**src/rtl/chain_dma_chan.sv**
```systemverilog
module chain_dma_chan #(
  parameter int AW    = 48,
  parameter int IDX_W = 8,
  parameter int LEN_W = 16,
  parameter int PER_W = 16
) (
  input  logic          clk,
  input  logic          rst_n,
  input  logic          reg_wr,
  input  logic [3:0]    reg_addr,
  input  logic [31:0]   reg_wdata,
  output logic [31:0]   reg_rdata,
  output logic          mem_req,
  output logic          mem_we,
  output logic          mem_wide,
  output logic [AW-1:0] mem_addr,
  output logic [63:0]   mem_wdata,
  input  logic          mem_ack,
  input  logic [63:0]   mem_rdata,
  input  logic          mem_err,
  output logic          irq
);

  typedef enum logic [3:0] {
    S_IDLE, S_SRD, S_SWT, S_DRD, S_DWT, S_RD, S_WR, S_SWB, S_DWB, S_ERR
  } st_t;

  st_t              state;
  logic [AW-1:0]    src_base, dst_base, src_pa, dst_pa;
  logic [IDX_W-1:0] src_cnt, dst_cnt, si, di, si_nx, di_nx;
  logic [LEN_W-1:0] buf_len, off;
  logic [PER_W-1:0] period, wcnt;
  logic [31:0]      dbuf;
  logic [2:0]       err_code;
  logic [1:0]       phase;
  logic             ctrl_wr, start, stop, ok, bad, last, running, in_order;

  assign ctrl_wr  = reg_wr && reg_addr == 4'd8;
  assign running  = state != S_IDLE && state != S_ERR;
  assign start    = ctrl_wr && reg_wdata[0] && !running;
  assign stop     = ctrl_wr && !reg_wdata[0];
  assign ok       = mem_req && mem_ack && !mem_err;
  assign bad      = mem_req && mem_ack && mem_err;
  assign in_order = period != '0;
  assign last     = ({1'b0, off} + (LEN_W+1)'(4)) >= {1'b0, buf_len};
  assign si_nx    = (si == src_cnt - 1'b1) ? '0 : si + 1'b1;
  assign di_nx    = (di == dst_cnt - 1'b1) ? '0 : di + 1'b1;
  assign irq      = state == S_ERR;

  assign mem_req  = state inside {S_SRD, S_DRD, S_RD, S_WR, S_SWB, S_DWB};
  assign mem_we   = state inside {S_WR, S_SWB, S_DWB};
  assign mem_wide = state inside {S_SRD, S_DRD, S_SWB, S_DWB};

  always_comb begin
    case (state)
      S_SRD, S_SWB: mem_addr = src_base + (AW'(si) << 3);
      S_DRD, S_DWB: mem_addr = dst_base + (AW'(di) << 3);
      S_RD:         mem_addr = src_pa + AW'(off);
      S_WR:         mem_addr = dst_pa + AW'(off);
      default:      mem_addr = '0;
    endcase
    case (state)
      S_WR:    mem_wdata = {32'h0, dbuf};
      S_SWB:   mem_wdata = {1'b0, {(63-AW){1'b0}}, src_pa};
      S_DWB:   mem_wdata = {1'b1, {(63-AW){1'b0}}, dst_pa};
      default: mem_wdata = '0;
    endcase
    case (state)
      S_IDLE:                    phase = 2'd0;
      S_SRD, S_SWT, S_DRD, S_DWT: phase = 2'd1;
      S_ERR:                     phase = 2'd3;
      default:                   phase = 2'd2;
    endcase
    case (reg_addr)
      4'd0:    reg_rdata = src_base[31:0];
      4'd1:    reg_rdata = 32'(src_base[AW-1:32]);
      4'd2:    reg_rdata = 32'(src_cnt);
      4'd3:    reg_rdata = dst_base[31:0];
      4'd4:    reg_rdata = 32'(dst_base[AW-1:32]);
      4'd5:    reg_rdata = 32'(dst_cnt);
      4'd6:    reg_rdata = 32'(buf_len);
      4'd7:    reg_rdata = 32'(period);
      4'd8:    reg_rdata = {31'h0, running};
      4'd9:    reg_rdata = {8'h0, 8'(di), 8'(si), 1'b0, err_code, 2'b00, phase};
      default: reg_rdata = '0;
    endcase
  end

  always_ff @(posedge clk) begin
    if (!rst_n) begin
      src_base <= '0; dst_base <= '0; src_cnt <= '0; dst_cnt <= '0;
      buf_len  <= '0; period   <= '0;
    end else if (reg_wr) begin
      case (reg_addr)
        4'd0: src_base[31:0]    <= reg_wdata;
        4'd1: src_base[AW-1:32] <= reg_wdata[AW-33:0];
        4'd2: src_cnt           <= reg_wdata[IDX_W-1:0];
        4'd3: dst_base[31:0]    <= reg_wdata;
        4'd4: dst_base[AW-1:32] <= reg_wdata[AW-33:0];
        4'd5: dst_cnt           <= reg_wdata[IDX_W-1:0];
        4'd6: buf_len           <= reg_wdata[LEN_W-1:0];
        4'd7: period            <= reg_wdata[PER_W-1:0];
        default: ;
      endcase
    end
  end

  always_ff @(posedge clk) begin
    if (!rst_n) begin
      state <= S_IDLE; si <= '0; di <= '0; src_pa <= '0; dst_pa <= '0;
      off <= '0; wcnt <= '0; dbuf <= '0; err_code <= '0;
    end else if (stop) begin
      state <= S_IDLE; err_code <= '0;
    end else if (start) begin
      state <= S_SRD; si <= '0; di <= '0; err_code <= '0;
    end else begin
      case (state)
        S_SRD:
          if (bad) begin state <= S_ERR; err_code <= 3'd1; end
          else if (ok) begin
            if (mem_rdata[63]) begin src_pa <= mem_rdata[AW-1:0]; state <= S_DRD; end
            else if (in_order) begin wcnt <= period; state <= S_SWT; end
            else si <= si_nx;
          end
        S_SWT:
          if (wcnt <= PER_W'(1)) state <= S_SRD;
          else wcnt <= wcnt - 1'b1;
        S_DRD:
          if (bad) begin state <= S_ERR; err_code <= 3'd3; end
          else if (ok) begin
            if (!mem_rdata[63]) begin dst_pa <= mem_rdata[AW-1:0]; off <= '0; state <= S_RD; end
            else if (in_order) begin wcnt <= period; state <= S_DWT; end
            else di <= di_nx;
          end
        S_DWT:
          if (wcnt <= PER_W'(1)) state <= S_DRD;
          else wcnt <= wcnt - 1'b1;
        S_RD:
          if (bad) begin state <= S_ERR; err_code <= 3'd2; end
          else if (ok) begin dbuf <= mem_rdata[31:0]; state <= S_WR; end
        S_WR:
          if (bad) begin state <= S_ERR; err_code <= 3'd4; end
          else if (ok) begin
            if (last) state <= S_SWB;
            else begin off <= off + LEN_W'(4); state <= S_RD; end
          end
        S_SWB:
          if (bad) begin state <= S_ERR; err_code <= 3'd1; end
          else if (ok) state <= S_DWB;
        S_DWB:
          if (bad) begin state <= S_ERR; err_code <= 3'd3; end
          else if (ok) begin si <= si_nx; di <= di_nx; state <= S_SRD; end
        default: ;
      endcase
    end
  end

  p_hold_req_r2: assert property (@(posedge clk) disable iff (!rst_n)
    mem_req && !mem_ack && !ctrl_wr |=> mem_req && $stable(mem_addr) && $stable(mem_we));

  p_copy_pair_r4: assert property (@(posedge clk) disable iff (!rst_n)
    ok && !mem_we && !mem_wide && !ctrl_wr |=>
      mem_req && mem_we && !mem_wide && mem_wdata[31:0] == $past(mem_rdata[31:0]));

  p_wb_order_r5: assert property (@(posedge clk) disable iff (!rst_n)
    ok && mem_we && mem_wide && !mem_wdata[63] && !ctrl_wr |=>
      mem_req && mem_we && mem_wide && mem_wdata[63]);

  p_err_halt_r8: assert property (@(posedge clk) disable iff (!rst_n)
    bad && !ctrl_wr |=> irq && !mem_req);

  p_stop_r9: assert property (@(posedge clk) disable iff (!rst_n)
    stop |=> !irq && !mem_req);

  p_start_r10: assert property (@(posedge clk) disable iff (!rst_n)
    start |=> mem_req && mem_wide && !mem_we);

endmodule

```
**config.mk**
```make
export PLATFORM = sky130hd
export DESIGN_NAME = chain_dma_chan
export DESIGN_NICKNAME = d
export VERILOG_FILES = /design/src/rtl/chain_dma_chan.sv
export SDC_FILE = /design/constraint.sdc
export NUM_CORES = 1
export LEC_CHECK = 0
export BUFFER_PORTS_ARGS = -buffer_cell sky130_fd_sc_hd__buf_4
export CAP_MARGIN = 15
export CORE_UTILIZATION = 25
export CTS_BUF_LIST = sky130_fd_sc_hd__clkbuf_8
export DETAILED_ROUTE_END_ITERATION = 6
export SYNTH_ARGS = -nofsm -noshare
export SYNTH_HDL_FRONTEND = slang
export SYNTH_SLANG_ARGS = --single-unit
```
**constraint.sdc**
```tcl
create_clock -name clk -period 7.3 [get_ports clk]
set_input_delay 0.73 -clock clk [delete_from_list [all_inputs] [get_ports clk]]
set_output_delay 0.73 -clock clk [all_outputs]
set_load 0.1 [all_outputs]
```
**Word-level counts from Yosys, hierarchy flattened**

Index checks and enable logic that the tools add are counted.

- Word-level logic and storage cells: 215
- Register bits: 327
- Output and inout port bits: 148
- Bits of input ports: 105

- Mux-type cells: 64
- Add/subtract/negate cells: 11
- Bitwise gates (word level): 5
- Magnitude comparators: 2
- Reduce and logical (&&, ||, !) cells: 49
- Equality and inequality tests: 66

Operators with widths:

| cell | number |
|---|---|
| 32-bit case mux with 10 select lines | 1 |
| 16-bit two-way mux | 14 |
| 48-bit case mux with 4 select lines | 1 |
| 64-bit case mux with 3 select lines | 1 |
| 8-bit two-way mux | 16 |
| 48-bit by 11-bit adder with 48-bit output | 2 |
| 48-bit by 16-bit adder with 48-bit output | 2 |
| 4-bit two-way mux | 18 |
| 3-bit != test, second input constant | 18 |
| 16-bit case mux with 3 select lines | 1 |
| 4-bit != test, second input constant | 9 |
| 4-bit by 3-bit == test with 1-bit output, second input constant | 8 |
| 16-bit case mux with 2 select lines | 1 |
| 4-bit case mux with 8 select lines | 1 |
| 8-bit case mux with 2 select lines | 2 |
| 2-bit != test, second input constant | 15 |
| 11-bit AND reduction | 2 |
| 16-bit by 3-bit adder with 17-bit output, second input constant | 1 |
| 17-bit by 16-bit greater-or-equal comparator with 1-bit output | 1 |
| 16-bit by 3-bit adder with 16-bit output, second input constant | 1 |
| 8-bit by 1-bit adder with 8-bit output, second input constant | 2 |
| 4-bit by 2-bit == test with 1-bit output, second input constant | 4 |
| 4-bit == test, second input constant | 4 |
| 8-bit == test | 2 |
| 31 further kinds | 70 |

**Depth between registers and ports, before layout**

- Depth in word-level cells: 9
- Depth in mapped cells: 21
- Gate-level depth less buffers: 15

**Worst setup path before layout**

OpenSTA, ideal clock, no wires.

- Path kind: reg-to-output
- Start: register state[0]
- End: output mem_addr[23]
- Path buffers: 9
- Data arrival time: 6.533 ns
- Required time: 6.570 ns
- Stages on the path, launching flop included: 22
- Path slack: 0.037 ns
- Path through: dfxtp_1 > buf_2 > nand4bb_1 > buf_2 > buf_1 > buf_1 > clkbuf_1 > buf_2 > buf_1 > nand2_1 > nand2_1 > ha_1 > clkbuf_1 > nand4_1 > nor2_1 > a2111oi_0 > a21oi_1 > or2_2 > clkbuf_1 > nand3_1 > xnor2_1 > o21ai_0

- Word-level cells in the longest chain between the ends: 3
- Elaborated cells between the ends (all ways): 9
- Classes of those cells: eq/ne: 6; mux: 1; reduce/logical: 2

Ends and longest elaborated chain:

| what | RTL line | text |
|---|---|---|
| start, declared | 28 | `st_t state;` |
| start signal, assigned | 110 | `state <= S_IDLE; si <= '0; di <= '0; src_pa <= '0; dst_pa <= '0;` |
| start signal, assigned | 113 | `state <= S_IDLE; err_code <= '0;` |
| start signal, assigned | 115 | `state <= S_SRD; si <= '0; di <= '0; err_code <= '0;` |
| 4-bit by 2-bit == test with 1-bit output, or another cell as far along | 55 | `case (state)` |
| 2-bit OR reduction (no source line) | n/a |  |
| 48-bit case mux with 4 select lines * | 55 |  |
| end, declared | 16 | `output logic [AW-1:0] mem_addr,` |

Every way passes the cells marked *; elsewhere a longest branch is shown, timed or not.

**Final worst setup path**

- Start: register state[1]
- End: output mem_addr[45]

Same word-level chain as after synthesis.

==> results.toml <==
[status]
result_of_the_run = "finished clean"

[die]
dieHeight_um = 286
initial_utilization = 0.254
die_area_um2 = 81800
boundaryPins = 253
std_cell_rows = 103
core-area_um2 = 79400
fp.dieW_um = 286

[setup_path]
rrSetupSlack_ns = 2.86
crit_fanout = 36
timing.critical_path.slowest_cell_delay_ns = 0.90
end_kind = "primary output"
critical_path.top_delay_family = "compound AO/OA/AOI/OAI gates"
setup.worst_path.start_class = "register"
timing.setup.critical_path_class = "reg -> out"
worst-endpoint-required_ns = 6.57
worst_path_buf_inv = 2
worst-endpoint-arrival_ns = 5.75
slowest_stage = "dfxtp_1"
worstPathCellList = "nor4bb_4 > buf_4 > nand2_1 > nand2_1 > ha_1 > nand4_1 > nor2_1 > a2111oi_0 > a21oi_1 > o211ai_1 > nor4b_1 > xor2_1 > o21ai_0 > buf_4"

[global_routing]
antenna_found_initial = 3
first_pass_grt_wire_length_um = 126000
grt_pass1_vias = 19500
grt-ovfl-total = 0
track_usage = 0.199
grt_max_degree = 129

[sta]
setup_total_neg_slack_ns = 0
layout_worst_path_cycle_share = 0.888
setup_viol_count_final = 0
setup_slack_ns = 0.817
final_hold_viol_count = 0
rsz_0062_raised_after_global_routing = "no"
max_freq_ghz = 0.154
final.setup_skew_ns = 0.0381
timing.max_slew.rel_slack = 0.235
worst_pin_slew_ns = 1.14
fin_crit_ns = 6.48
maxSlewViolCount = 0

[logic_synthesis]
async_flop_share = 0
synth.yosys.seq_area_share = 0.323
ys.warnings.count = 0
adder_cell_share_of_the_synthesized_area = 0.0354
synth_edf_count = 0
ys.flop_type = "dfxtp_1"
syn_inst = 2827
synthDistinctLibCells = 81
synth-seq-cells = 325
synth_compound_area_frac = 0.221
synthXorXnorAreaFrac = 0.0769
synthesis.area_per_instance_um2 = 7.13
muxShareOfSynthArea = 0.0139
synthSimpleGateAreaFrac = 0.279
syn_area_um2 = 20200
synth_top_family_by_area = "simple AND/OR/NAND/NOR gates"

[power_and_ir_drop]
worst_supply_voltage_drop_on_vdd_v = 0.000135
power.density_nw_per_um2 = 192
power.total_uw = 4620
power.static_leakage_uw = 0.00892

[layout]
most-common-layout-cells = "795 x nand2_1, 343 x a21oi_1, 325 x dfxtp_1, 262 x buf_4, 137 x nor2_1"
nNetsFinal = 3121
synthToLayoutAreaGrowth_pct = 19.2
post_route_cells_drive_above_1_share = 0.134
final_common_cell = "nand2_1"

[routing]
detail-route-antenna-nets = 0
drt-vias-per-instance = 5.34
wl_per_cell_um = 20.9
via_count = 21700
route.final.wire_length_um = 85100
detailedRoute.firstPassIterationCount = 6
drt_iter0_drc = 2428
drcViolationCount = 0

[clock_network]
cts_sinks = 325
clk-insertion-delay-late_ns = 0.68
clock_tree_from_tritoncts = "yes"
tritoncts.num_buffers = 58
cts_buffer_depth = 3
ctsResizeCount = 0
clkSlewWorstSetupHoldPaths_ns = 0.06
holdBufCountCts = 0
cts_root_buf = "clkbuf_8"
cts_post_setup_buffers_inserted = 0
h-tree-depth = 2

[placement]
dpl.hpwl_um = 61800
gp_routability_congestion = 0.929
detailedPlace.worstSlack_ns = 1.53
port-buffer-count = 222

[job]
drv_cap = 0

[worst_hold_path]
hold_class = "in -> reg"
==> path summary, 6_finish.rpt <==
path / start / to / cells after the start
max: state[1] / mem_addr[45] / 14
min: reg_wdata[27] / src_base[27] / 3
max reg2reg: off[4] / off[4] / 15
min reg2reg: dbuf[22] / dbuf[22] / 2
==> flip-flops by register name, summed over array words and instances, names as in the netlist, 4 cells and up <==
signal	flops
wcnt	16
dst_cnt	8
di	8
period	16
src_cnt	8
src_base	48
dst_pa	48
buf_len	16
si	8
dbuf	32
src_pa	48
off	14
state	4
dst_base	48
==> per-layer routing <==
metal,up-vias,global-route usage,routed length (um)
li1,10200,-,-
met1,10400,0.275,36600
met2,990,0.312,38200
met3,141,0.0330,7620
met4,4,0.0660,2620
met5,-,0,27
==> cell families after synthesis <==
group | Yosys count
compound gates | 706
simple gates | 1285
buf+inv | 249
other cells | 1
xor+xnor | 177
mux | 28
flops | 325
fa+ha+maj | 56
==> through the flow <==
step / std cells / hold WS, ns / util / area, um^2
global route: 4059 / 0.284 / 0.303 / 24000
floorplan: 2842 / 0.436 / - / 20200
CTS: 4058 / 0.269 / 0.303 / 24000
global placement: 3951 / 0.443 / 0.287 / 22800
detailed placement: 3951 / 0.447 / 0.287 / 22800
finish: 4061 / 0.305 / 0.303 / 24000
==> report_power, final <==
part / switching, uW / total [uW] / internal (uW)
Clock: 839 / 1890 / 1050
Combinational: 590 / 844 / 253
Sequential: 70.1 / 1890 / 1820
==> final cells by class <==
class / count / area (um^2)
antenna: 3 / 7.51
clock inverter: 33 / 256
multi-input combinational: 2268 / 12800
inverter: 46 / 180
clock buffer: 74 / 1020
sequential: 325 / 6510
fill: 8714 / 55300
timing repair buffer: 262 / 1970
tap: 1050 / 1310
==> tightest hold or removal path: cells and delay by family <==
kind | cells | cell delay (ns)
AO/OA/AOI/OAI | 1 | 0.05
AND/OR/NAND/NOR | 1 | 0.05
buffers and inverters | 1 | 0.11
==> cell usage after synthesis (all sizes together) (4+ instances only) <==
cell type | count | share of area
o31ai | 4 | 0.0015
or3 | 11 | 0.0034
o211ai | 5 | 0.0019
nand3 | 107 | 0.027
xnor2 | 77 | 0.033
inv | 45 | 0.0084
xor2 | 100 | 0.043
or2 | 13 | 0.0040
a22o | 29 | 0.013
and4 | 14 | 0.0061
a221oi | 4 | 0.0017
buf | 43 | 0.013
ha | 53 | 0.033
a22oi | 102 | 0.038
and3 | 26 | 0.0081
nor2 | 141 | 0.026
o221ai | 20 | 0.0087
a211o | 4 | 0.0017
a221o | 10 | 0.0050
o21ai | 73 | 0.019
clkbuf | 160 | 0.030
and2 | 14 | 0.0043
nor2b | 12 | 0.0037
nor3b | 6 | 0.0022
nand2 | 797 | 0.15
nand2b | 16 | 0.0050
nor3 | 36 | 0.0089
nor4 | 20 | 0.0062
a21o | 18 | 0.0067
nor4b | 8 | 0.0035
o22ai | 11 | 0.0034
o21a | 7 | 0.0026
a21oi | 343 | 0.085
mux2i | 28 | 0.014
nand4 | 52 | 0.016
o221a | 6 | 0.0033
dfxtp | 325 | 0.32
a31oi | 13 | 0.0040
a222oi | 16 | 0.0079
a211oi | 11 | 0.0041
No activity file was read; power rests on OpenSTA's default activity.
